[src/rtl/afe_il_pkg.sv]
package afe_il_pkg;

   typedef enum logic {
      PAT_GRADATION = 1'b0,
      PAT_STRIPE    = 1'b1
   } pat_kind_e;

   typedef enum logic {
      ORDER_EVEN_FIRST = 1'b0,
      ORDER_ODD_FIRST  = 1'b1
   } ch_order_e;

   localparam int NUM_CH = 2;

endpackage

[src/rtl/afe_il_pattern.sv]
module afe_il_pattern
   import afe_il_pkg::*;
#(
   parameter int W          = 12,
   parameter int CLAMP_W    = 8,
   parameter int STRIPE_LOG = 3,
   parameter int GRAD_LOG   = 1,
   parameter int LIFT       = 128
) (
   input  logic                            clk,
   input  logic                            rst_n,
   input  logic                            step,
   input  logic                            enable,
   input  pat_kind_e                       kind,
   input  logic [1:0]                      interval,
   input  logic [NUM_CH-1:0][CLAMP_W-1:0]  clamp,
   output logic [NUM_CH-1:0][W-1:0]        pat
);

   localparam int BASE_LOG = (STRIPE_LOG > GRAD_LOG) ? STRIPE_LOG : GRAD_LOG;
   localparam int CNT_W    = BASE_LOG + 3;
   localparam logic [W-1:0] CODE_TOP   = {W{1'b1}};
   localparam logic [W-1:0] CODE_FIRST = W'(1);

   logic [CNT_W-1:0] run_cnt;
   logic [CNT_W-1:0] run_last;
   logic             raised;
   logic [W-1:0]     code;
   logic             run_done;

   always_comb begin
      if (kind == PAT_STRIPE)
         run_last = CNT_W'(((1 << STRIPE_LOG) << interval) - 1);
      else
         run_last = CNT_W'(((1 << GRAD_LOG) << interval) - 1);
   end

   assign run_done = (run_cnt >= run_last);

   always_ff @(posedge clk or negedge rst_n) begin
      if (!rst_n) begin
         run_cnt <= '0;
         raised  <= 1'b1;
         code    <= CODE_FIRST;
      end else if (!enable) begin
         run_cnt <= '0;
         raised  <= 1'b1;
         code    <= CODE_FIRST;
      end else if (step) begin
         if (run_done) begin
            run_cnt <= '0;
            if (kind == PAT_STRIPE)
               raised <= ~raised;
            else
               code <= (code == CODE_TOP) ? CODE_FIRST : code + W'(1);
         end else begin
            run_cnt <= run_cnt + CNT_W'(1);
         end
      end
   end

   for (genvar g = 0; g < NUM_CH; g++) begin : g_chan
      logic [W-1:0] black;
      assign black  = W'({clamp[g], 1'b0});
      assign pat[g] = (kind == PAT_STRIPE) ?
                      (raised ? black + W'(LIFT) : black) : code;
   end

endmodule

[src/rtl/afe_il_mux.sv]
module afe_il_mux
   import afe_il_pkg::*;
#(
   parameter int W           = 12,
   parameter bit MON_PRESENT = 1'b1
) (
   input  logic         clk,
   input  logic         rst_n,
   input  logic         pix_stb,
   input  ch_order_e    order,
   input  logic [W-1:0] word_e,
   input  logic [W-1:0] word_o,
   input  logic         oe_n,
   input  logic         mon_sel,
   output logic [W-1:0] out_word,
   output logic         out_valid
);

   logic [W-1:0] cur_q;
   logic [W-1:0] hold_q;
   logic         slot_q;
   logic [W-1:0] shown;

   always_ff @(posedge clk or negedge rst_n) begin
      if (!rst_n) begin
         cur_q  <= '0;
         hold_q <= '0;
         slot_q <= 1'b0;
      end else if (pix_stb) begin
         cur_q  <= (order == ORDER_ODD_FIRST) ? word_o : word_e;
         hold_q <= (order == ORDER_ODD_FIRST) ? word_e : word_o;
         slot_q <= 1'b1;
      end else begin
         cur_q  <= hold_q;
         slot_q <= 1'b0;
      end
   end

   if (MON_PRESENT) begin : g_mon
      assign shown = mon_sel ? {cur_q[W-1:1], slot_q} : cur_q;
   end else begin : g_nomon
      logic unused_mon;
      assign unused_mon = mon_sel ^ slot_q;
      assign shown      = cur_q;
   end

   assign out_valid = ~oe_n;
   assign out_word  = oe_n ? '0 : shown;

endmodule

[src/rtl/afe_dual_interleaver.sv]
module afe_dual_interleaver
   import afe_il_pkg::*;
#(
   parameter int W           = 12,
   parameter int CLAMP_W     = 8,
   parameter int STRIPE_LOG  = 3,
   parameter int GRAD_LOG    = 1,
   parameter int LIFT        = 128,
   parameter bit MON_PRESENT = 1'b1
) (
   input  logic               clk,
   input  logic               rst_n,
   input  logic               pix_stb,
   input  logic [W-1:0]       even_word,
   input  logic [W-1:0]       odd_word,
   input  logic               odd_first,
   input  logic               test_en,
   input  logic               pat_sel,
   input  logic [1:0]         pat_interval,
   input  logic [CLAMP_W-1:0] clamp_even,
   input  logic [CLAMP_W-1:0] clamp_odd,
   input  logic               oe_n,
   input  logic               mon_sel,
   output logic [W-1:0]       out_word,
   output logic               out_valid
);

   localparam int PEAK = (1 << (CLAMP_W + 1)) - 2 + LIFT;

   if (W < 2) begin : g_bad_w
      $error("afe_dual_interleaver: W must be at least 2");
   end
   if (PEAK >= (1 << W)) begin : g_bad_lift
      $error("afe_dual_interleaver: raised stripe level does not fit in W bits");
   end
   if (STRIPE_LOG < 0 || GRAD_LOG < 0) begin : g_bad_log
      $error("afe_dual_interleaver: run length logs must be non-negative");
   end

   logic [NUM_CH-1:0][W-1:0] pat;
   logic [W-1:0]             src_e;
   logic [W-1:0]             src_o;

   afe_il_pattern #(
      .W(W), .CLAMP_W(CLAMP_W), .STRIPE_LOG(STRIPE_LOG),
      .GRAD_LOG(GRAD_LOG), .LIFT(LIFT)
   ) u_pat (
      .clk      (clk),
      .rst_n    (rst_n),
      .step     (pix_stb),
      .enable   (test_en),
      .kind     (pat_kind_e'(pat_sel)),
      .interval (pat_interval),
      .clamp    ({clamp_odd, clamp_even}),
      .pat      (pat)
   );

   assign src_e = test_en ? pat[0] : even_word;
   assign src_o = test_en ? pat[1] : odd_word;

   afe_il_mux #(.W(W), .MON_PRESENT(MON_PRESENT)) u_mux (
      .clk       (clk),
      .rst_n     (rst_n),
      .pix_stb   (pix_stb),
      .order     (ch_order_e'(odd_first)),
      .word_e    (src_e),
      .word_o    (src_o),
      .oe_n      (oe_n),
      .mon_sel   (mon_sel),
      .out_word  (out_word),
      .out_valid (out_valid)
   );

endmodule

[config.mk]
export PLATFORM = sky130hd
export DESIGN_NAME = afe_dual_interleaver
export DESIGN_NICKNAME = d
export VERILOG_FILES = /design/src/rtl/afe_il_pkg.sv /design/src/rtl/afe_il_pattern.sv /design/src/rtl/afe_il_mux.sv /design/src/rtl/afe_dual_interleaver.sv
export SDC_FILE = /design/constraint.sdc
export NUM_CORES = 1
export LEC_CHECK = 0
export ABC_AREA = 1
export BUFFER_PORTS_ARGS = -buffer_cell sky130_fd_sc_hd__buf_2
export CAP_MARGIN = 15
export CORE_MARGIN = 10
export CORE_UTILIZATION = 24
export CTS_CLUSTER_SIZE = 24
export DETAILED_ROUTE_END_ITERATION = 6
export GPL_ROUTABILITY_DRIVEN = 1
export SYNTH_ARGS = -nofsm -noshare
export SYNTH_HDL_FRONTEND = slang
export SYNTH_SLANG_ARGS = --single-unit
[constraint.sdc]
create_clock -name clk -period 3.8 [get_ports clk]
set_input_delay 1.14 -clock clk [delete_from_list [all_inputs] [get_ports clk]]
set_output_delay 1.14 -clock clk [all_outputs]
set_load 0.02 [all_outputs]
==> flow_metrics.py, run 1 <==
metrics = {
    "status": {
        "status": "finished, final reports clean",
    },
    "sta": {
        "fmax_mhz": 321,
        "slew_headroom_pct": 33.5,
        "fin_crit_sh_pct": 82.1,
        "worst-slew-pin-transition_ns": 0.997,
        "finalHoldViolations": 0,
        "drv_slew": 0,
        "setup_tns_ns": 0,
        "rsz0062_at_grt": "no",
        "setup_viol": 0,
        "min_period_ns": 3.12,
        "finClkSkew_ns": 0.00205,
    },
    "pwr": {
        "irDropWorstVdd_mv": 0.137,
        "cellPowerDensity_nw_per_um2": 361,
        "leakagePower_nw": 1.75,
    },
    "floorplanning": {
        "die-area_um2": 17400,
        "pin_count": 63,
        "core_um2": 12100,
        "die_y_um": 132,
        "num_rows": 40,
        "initial_core_util_pct": 24.8,
        "die_x_um": 132,
    },
    "synthesis": {
        "ys_types": 35,
        "synth_top_family_by_area": "simple AND/OR/NAND/NOR gates",
        "synth_flop_cell": "dfrtp_1",
        "synthSimpleGateAreaFrac_pct": 33.9,
        "syn_inst": 429,
        "synthArstFlopShare_pct": 100,
        "synth_nets": 489,
        "avgSynthCellArea_um2": 6.99,
        "synth_edf_count": 0,
        "synthXorXnorAreaFrac_pct": 2.63,
        "synth-seq-cells": 44,
        "synth-compound-area-share_pct": 12.6,
        "synth_mux_area_share_pct": 0,
        "yosysWarnings": 0,
        "syn_area_um2": 3000,
        "yosys.area_share.adder_pct": 4.17,
        "ys_seq_area_share_pct": 36.8,
    },
    "drt": {
        "route.detailed.drc": 0,
        "drt_iter0_markers": 83,
        "vias": 2851,
        "drt_pass1_iterations": 4,
        "via_per_inst": 4.39,
        "wl_per_cell_um": 12.5,
        "wl_um": 8090,
        "detail-route-antenna-nets": 0,
    },
    "critical_path": {
        "r2r_end": "u_pat.code[3]",
        "critPathMaxFanout": 21,
        "worstSetupStartpoint": "pat_sel",
        "critical_path_required_ns": 3.96,
        "crit_type": "in2reg",
        "worstSetupStartpointType": "primary input",
        "r2r_cells": 8,
        "reg2reg_setup_slack_ns": 2.06,
        "r2r-start": "u_pat.run_cnt[5]",
        "end_kind": "register",
        "worstPathArrival_ns": 3.27,
    },
    "global_routing": {
        "grt_max_degree": 45,
        "gr-total-overflow": 0,
        "grt.total_usage_pct": 9.38,
        "first_global_vias": 2940,
        "grt_pass1_wl_um": 13900,
        "antenna_found_initial": 0,
    },
    "placed_design": {
        "portBuffers": 62,
        "hpwl_um": 6370,
        "gp_congestion": 0.858,
    },
    "cts": {
        "clock_sinks": 44,
        "htree_levels": 2,
        "cts_setup_buffers": 0,
        "clock_latency_ns": 0.28,
        "ctsHoldBuffers": 0,
        "cts-buffers-inserted": 5,
        "clk_transition_reported_paths_ns": 0.06,
        "cts-resized-gates": 0,
        "cts_tree": "built",
        "cts_buffer_depth": 2,
        "ctsRootBufferMaster": "clkbuf_16",
    },
    "cells_and_area": {
        "final_core_util_pct": 29.5,
        "fill_cells": 1353,
        "nNetsFinal": 540,
        "syn_to_final_growth_pct": 19.1,
        "antenna_cells": 0,
        "drive_above_1_share_pct": 19.8,
    },
    "run": {
        "max_cap_viol_count": 0,
    },
    "worst_hold_path": {
        "whs_path_depth": 2,
        "hold_path.class": "reg2reg",
        "hold_end": "u_mux.hold_q[7]",
        "hold_start": "u_mux.hold_q[7]",
    },
}
==> power by group <==
part | switching (mW) | internal, mW
clock | 0.177 | 0.309
combinational | 0.163 | 0.0941
sequential | 0.0309 | 0.517
total | 0.371 | 0.920
==> cells by family (layout without fill, tap and decap cells) <==
kind of cell             Yosys count  in the layout
XOR/XNOR                           9              9
buffers and inverters             64            116
flip-flops                        44             44
adder cells (fa/ha/maj)           10             10
AO/OA/AOI/OAI                     70             70
AND/OR/NAND/NOR                  232            232
==> critical path: stages <==
cell and delay [ns]:
buf_2 0.17, nor2_1 0.11, inv_1 0.06, nor2_1 0.12
inv_1 0.06, ha_1 0.21, o21a_1 0.20, ha_1 0.30
nand2_1 0.07, nor2_1 0.12, nand2_1 0.08, nand3_2 0.09
nand3_2 0.32, nand2_1 0.15, o21ai_1 0.07
==> flip-flops by register name, indices dropped and copies added (netlist names) <==
register       flops
u_pat.raised       1
u_pat.run_cnt      6
u_mux.hold_q      12
u_mux.cur_q       12
u_pat.code        12
u_mux.slot_q       1
==> per-layer routing <==
layer	wire, um	up-vias	track usage, %
li1	-	1491	-
met1	3620	1304	10.7
met2	4130	47	17.4
met3	200	9	1.68
met4	140	0	2.60
met5	0	-	0
==> metrics by stage <==
step	area [um^2]	cells	hold WS [ns]	setup WS, ns	power (mW)
after floorplan	3000	429	0.443	0.836	0.732
after global placement	3400	641	0.457	0.492	0.809
after detailed placement	3400	641	0.461	0.363	0.818
after CTS	3570	649	0.478	0.669	1.31
after global routing	3570	649	0.499	0.453	1.38
final	3570	649	0.475	0.681	1.29
==> Yosys cell counts, types with 7 or more instances <==
cell type  instances  area [um^2]
a21oi_1            7         35.0
dfrtp_1           42         1050
ha_1              10          125
inv_1             38          143
nand2_1          122          458
nand3_1           31          155
nand4_1           13         81.3
nor2_1            46          173
nor2_2             7         43.8
o21ai_0           32          160
o21ai_1           16         80.1
==> final cells by class <==
type / instances / area, um^2 / area share (%)
tap: 168 / 210 / 5.89
clock buffer: 5 / 125 / 3.50
inverter: 46 / 180 / 5.05
multi-input combinational: 321 / 1600 / 44.8
clock inverter: 3 / 42.5 / 1.19
sequential: 44 / 1100 / 30.9
timing repair buffer: 62 / 310 / 8.69
==> cells in the final DEF, fill, tap and decap left out, types with 2 or more instances in the layout <==
cell / n
a21oi_1: 7
buf_2: 62
clkbuf_16: 5
dfrtp_1: 42
dfstp_2: 2
ha_1: 10
inv_1: 38
inv_2: 4
inv_4: 3
nand2_1: 122
nand2_2: 4
nand3_1: 31
nand3_2: 3
nand3b_1: 3
nand4_1: 13
nor2_1: 46
nor2_2: 7
o211ai_1: 5
o21ai_0: 32
o21ai_1: 16
o22ai_1: 6
xnor2_1: 3
xor2_1: 6
==> how the worst max path moves through the flow <==
stage / endpoint / slack, ns / depth (start not counted)
2_1_floorplan: u_pat.code[5] / 0.84 / 16
3_3_place_gp: u_pat.code[5] / 0.49 / 15
3_5_place_dp: u_pat.code[3] / 0.36 / 15
4_1_cts: u_pat.code[3] / 0.67 / 15
5_1_grt: u_pat.code[6] / 0.45 / 15
6_report: u_pat.code[3] / 0.68 / 15
Note: power is estimated with default switching activity, not from simulation.
==> run 2: changes to the inputs <==
Clock period 3.8 ns to 2.96 ns, I/O delays scaled along.
==> flow_metrics.py, run 2 (same netlist as run 1, synthesis figures left out) <==
metrics = {
    "sta": {
        "finalHoldViolations": 0,
        "setup_tns_ns": 0,
        "slew_headroom_pct": 53.8,
        "fmax_mhz": 380,
        "setup_ws_ns": 0.329,
        "rsz0062_at_grt": "no",
        "fin_crit_sh_pct": 88.9,
        "setup_viol": 0,
        "drv_slew": 0,
        "finClkSkew_ns": 0.00392,
        "min_period_ns": 2.63,
        "worst-slew-pin-transition_ns": 0.692,
    },
    "global_routing": {
        "grt_pass1_wl_um": 14300,
        "first_global_vias": 3022,
        "globalRouteMet3Util_pct": 1.91,
        "grt_max_degree": 26,
        "grt.total_usage_pct": 9.61,
        "antenna_found_initial": 0,
        "use_met2_pct": 17.0,
        "gr-total-overflow": 0,
        "grt.busiest_layer": "met2",
        "met1_usage_pct": 11.2,
    },
    "worst_hold_path": {
        "whs_path_depth": 2,
        "hold_end": "u_mux.hold_q[7]",
        "hold_start": "u_mux.hold_q[7]",
        "hold_path.class": "reg2reg",
    },
    "cells_and_area": {
        "stdcell_area_um2": 3630,
        "final_core_util_pct": 30.0,
        "antenna_cells": 0,
        "final_cells": 655,
        "largestRegisters": "u_mux.cur_q x12, u_mux.hold_q x12, u_pat.code x12",
        "nNetsFinal": 546,
        "syn_to_final_growth_pct": 21.2,
        "drive_above_1_share_pct": 20.7,
        "layout_commonest_cell": "nand2_1",
        "layout_common_cells": "122 x nand2_1, 62 x buf_2, 46 x nor2_1, 42 x dfrtp_1, 38 x inv_1",
    },
    "status": {
        "status": "finished, final reports clean",
    },
    "drt": {
        "wl_um": 8250,
        "vias": 2937,
        "wl_per_cell_um": 12.6,
        "drt_iter0_markers": 117,
        "drt_pass1_iterations": 4,
        "route.detailed.drc": 0,
        "via_per_inst": 4.48,
        "detail-route-antenna-nets": 0,
    },
    "floorplanning": {
        "die_y_um": 132,
        "num_rows": 40,
        "initial_core_util_pct": 24.8,
        "die_x_um": 132,
        "pin_count": 63,
        "core_um2": 12100,
        "die-area_um2": 17400,
    },
    "placed_design": {
        "pre_cts_ws_ns": 0.0408,
        "hpwl_um": 6530,
        "portBuffers": 62,
        "gp_congestion": 0.894,
        "dp_cells": 647,
        "postPlaceCellArea_um2": 3460,
    },
    "cts": {
        "cts_tree": "built",
        "cts_buffer_depth": 2,
        "ctsHoldBuffers": 0,
        "clock_sinks": 44,
        "htree_levels": 2,
        "cts-resized-gates": 0,
        "ctsRootBufferMaster": "clkbuf_16",
        "clock_latency_ns": 0.29,
        "clk_transition_reported_paths_ns": 0.06,
        "cts_setup_buffers": 0,
        "cts-buffers-inserted": 5,
    },
    "critical_path": {
        "reg2reg_setup_slack_ns": 1.33,
        "crit_type": "in2reg",
        "critPathMaxFanout": 21,
        "worstPathArrival_ns": 2.81,
        "r2r_end": "u_pat.code[11]",
        "critical_path_required_ns": 3.14,
        "r2r_cells": 8,
        "worstSetupStartpointType": "primary input",
        "end_kind": "register",
        "r2r-start": "u_pat.code[0]",
    },
    "pwr": {
        "cellPowerDensity_nw_per_um2": 465,
        "irDropWorstVdd_mv": 0.229,
        "leakagePower_nw": 1.78,
    },
    "run": {
        "max_cap_viol_count": 0,
    },
}
-- run 2: changes by cell type in the layout (fill, tap and decap cells not counted) --
| cell | delta |
|---|---|
| buf_12 | +1 |
| buf_4 | +5 |
| clkinv_2 | -1 |
| inv_6 | +1 |
-- run 2: cell type report --
type / instances / area, um^2
multi-input cells: 321 / 1600
fillers: 1322 / 8480
inverters: 46 / 180
well taps: 168 / 210
flip-flops and latches: 44 / 1100
clock inverters: 3 / 46.3
repair buffers: 68 / 368
clock buffers: 5 / 125
-- run 2: per-stage QoR --
| step | hold WS, ns | power, mW |
|---|---|---|
| floorplan | 0.443 | 0.939 |
| global placement | 0.456 | 1.05 |
| detailed placement | 0.463 | 1.06 |
| CTS | 0.478 | 1.71 |
| global route | 0.512 | 1.79 |
| finish | 0.476 | 1.69 |
-- run 2: layer usage --
metal  share of wire [%]  vias up  routed length [um]
li1                    -     1503                   -
met1                  44     1371                3620
met2                  50       48                4160
met3                 3.0       15                 245
met4                 2.8        0                 231
met5                   0        -                   0
-- run 2: critical path, cell delays in order --
cell and delay [ns]:
buf_2 0.13, nor2_1 0.11, inv_1 0.05, nor2_1 0.12
inv_1 0.06, ha_1 0.22, o21a_1 0.21, ha_1 0.30
nand2_1 0.07, inv_1 0.03, nor2_1 0.10, nand3_2 0.13
nand3_2 0.11, buf_12 0.15, inv_1 0.05, nand2_1 0.05
nand2_1 0.04
-- run 2: how the worst max path moves through the flow --
stage | end | start | slack, ns
after floorplan | u_pat.code[5] | pat_sel | 0.25
after global placement | u_pat.code[4] | pat_sel | 0.13
after detailed placement | u_pat.code[4] | pat_sel | 0.04
after CTS | u_pat.code[4] | pat_sel | 0.33
after global routing | u_pat.code[11] | pat_sel | 0.12
final | u_pat.code[4] | pat_sel | 0.33
-- run 2: report_power, final --
group | switching [mW] | leakage (nW) | total (mW) | internal [mW]
clock | 0.243 | 0.0804 | 0.644 | 0.401
sequential | 0.0399 | 0.562 | 0.704 | 0.664
combinational | 0.212 | 1.14 | 0.341 | 0.129
==> run 3: changes to the inputs <==
==> constraint.sdc (replaced) <==
create_clock -name clk -period 2.96 [get_ports clk]
set_input_delay 0 -clock clk [delete_from_list [all_inputs] [get_ports clk]]
set_output_delay 0 -clock clk [all_outputs]
set_load 0.02 [all_outputs]
==> flow_metrics.py, run 3 (same netlist as run 1, synthesis figures left out) <==
metrics = {
    "floorplanning": {
        "pin_count": 63,
        "die_y_um": 132,
        "die-area_um2": 17400,
        "num_rows": 40,
        "initial_core_util_pct": 24.8,
        "core_um2": 12100,
        "die_x_um": 132,
    },
    "sta": {
        "finalHoldViolations": 0,
        "worst-slew-pin-transition_ns": 0.995,
        "fmax_mhz": 504,
        "min_period_ns": 1.98,
        "hold_ws_ns": 0.0913,
        "fin_crit_sh_pct": 67.0,
        "setup_tns_ns": 0,
        "rsz0062_at_grt": "no",
        "slew_headroom_pct": 33.7,
        "drv_slew": 0,
        "finClkSkew_ns": 0.00360,
        "setup_viol": 0,
    },
    "global_routing": {
        "first_global_vias": 3022,
        "antenna_found_initial": 0,
        "grt_max_degree": 45,
        "grt.total_usage_pct": 9.34,
        "grt_pass1_wl_um": 14000,
        "gr-total-overflow": 0,
    },
    "critical_path": {
        "worstPathArrival_ns": 2.13,
        "crit_family": "simple AND/OR/NAND/NOR gates",
        "crit_type": "in2reg",
        "worstSetupStartpointType": "primary input",
        "r2r_end": "u_pat.code[3]",
        "cpMaxStageDelayCell": "nand3_2",
        "reg2reg_setup_slack_ns": 1.21,
        "end_kind": "register",
        "r2r-start": "u_pat.run_cnt[3]",
        "r2r_cells": 8,
        "critPathMaxFanout": 21,
        "critical_path_required_ns": 3.11,
        "crit_buf_inv": 3,
        "slowest_delay_ns": 0.33,
        "path_cells": "buf_2 > nor2_1 > inv_1 > nor2_1 > inv_1 > ha_1 > o21a_1 > ha_1 > nand2_1 > nor2_1 > nand2_1 > nand3_2 > nand3_2 > nand2_1 > o21ai_1",
    },
    "cells_and_area": {
        "layout_commonest_cell": "nand2_1",
        "syn_to_final_growth_pct": 19.4,
        "fill_cells": 1330,
        "final_cells": 650,
        "largestRegisters": "u_mux.cur_q x12, u_mux.hold_q x12, u_pat.code x12",
        "nNetsFinal": 541,
        "drive_above_1_share_pct": 19.7,
        "stdcell_area_um2": 3580,
        "antenna_cells": 0,
        "layout_common_cells": "122 x nand2_1, 62 x buf_2, 46 x nor2_1, 42 x dfrtp_1, 38 x inv_1",
    },
    "run": {
        "max_cap_viol_count": 0,
    },
    "cts": {
        "cts_buffer_depth": 2,
        "cts_tree": "built",
        "ctsHoldBuffers": 1,
        "clock_latency_ns": 0.28,
        "clock_sinks": 44,
        "cts_setup_buffers": 0,
        "cts-resized-gates": 0,
        "cts-buffers-inserted": 5,
        "clk_transition_reported_paths_ns": 0.06,
        "htree_levels": 2,
        "ctsRootBufferMaster": "clkbuf_16",
    },
    "drt": {
        "drt_iter0_markers": 105,
        "via_per_inst": 4.45,
        "route.detailed.drc": 0,
        "wl_per_cell_um": 12.4,
        "drt_pass1_iterations": 4,
        "wl_um": 8060,
        "vias": 2892,
        "detail-route-antenna-nets": 0,
    },
    "pwr": {
        "leakagePower_nw": 1.75,
        "p_total_mw": 1.65,
        "irDropWorstVdd_mv": 0.231,
        "cellPowerDensity_nw_per_um2": 462,
    },
    "placed_design": {
        "portBuffers": 62,
        "gp_congestion": 0.857,
        "postPlaceCellArea_um2": 3400,
        "hpwl_um": 6370,
        "dp_cells": 641,
    },
    "worst_hold_path": {
        "whs_path_depth": 5,
        "hold_start": "odd_word[4]",
        "hold_path.class": "in2reg",
        "hold_end": "u_mux.hold_q[4]",
    },
    "status": {
        "status": "finished, final reports clean",
    },
}
[run 3: cell types whose count changed in the layout (fill, tap and decap cells not counted), sizes merged]
| cell | change |
|---|---|
| inv | -1 |
| buf | -6 |
| clkinv | +1 |
| dlygate4sd3 | +1 |
[run 3: metrics by stage]
stage          utilization, %  setup slack, ns
2_1_floorplan               -             1.14
3_3_place_gp             28.1            0.793
3_5_place_dp             28.1            0.671
4_1_cts                  29.6            0.971
5_1_grt                  29.6            0.688
6_report                 29.6            0.978
[run 3: worst register-to-register path: stages (launching register included)]
cell     delay, ns
dfrtp_1       0.42
ha_1          0.33
nand2_1       0.06
nor2_1        0.10
nand2_1       0.08
nand3_2       0.10
nand3_2       0.33
nand2_1       0.15
o21ai_1       0.07
[run 3: layout make-up]
cell class | instances | area [um^2] | share of cell area, %
well taps | 168 | 210 | 5.87
multi-input cells | 321 | 1600 | 44.7
repair buffers | 63 | 320 | 8.94
flip-flops and latches | 44 | 1100 | 30.8
clock inverters | 3 | 42.5 | 1.19
clock buffers | 5 | 125 | 3.49
inverters | 46 | 180 | 5.03
[run 3: worst max path at each step]
stage	start	end	slack, ns	cells past startpoint
CTS	pat_sel	u_pat.code[3]	0.97	15
finish	pat_sel	u_pat.code[3]	0.98	15
detailed placement	pat_sel	u_pat.code[3]	0.67	15
floorplan	pat_sel	u_pat.code[5]	1.14	16
global placement	pat_sel	u_pat.code[5]	0.79	15
global route	pat_sel	u_pat.code[6]	0.69	15
[run 3: per-layer routing]
layer	GRT usage [%]	part of all wire [%]
met4	2.90	2.2
met3	1.98	2.9
met1	10.5	43
met5	0	0
met2	17.2	52
[run 3: power breakdown]
part           total, mW  leakage [nW]  switching [mW]  internal [mW]
sequential         0.704         0.562          0.0398          0.664
clock              0.619        0.0798           0.223          0.396
combinational      0.332          1.11           0.210          0.122
total               1.65          1.75           0.473           1.18
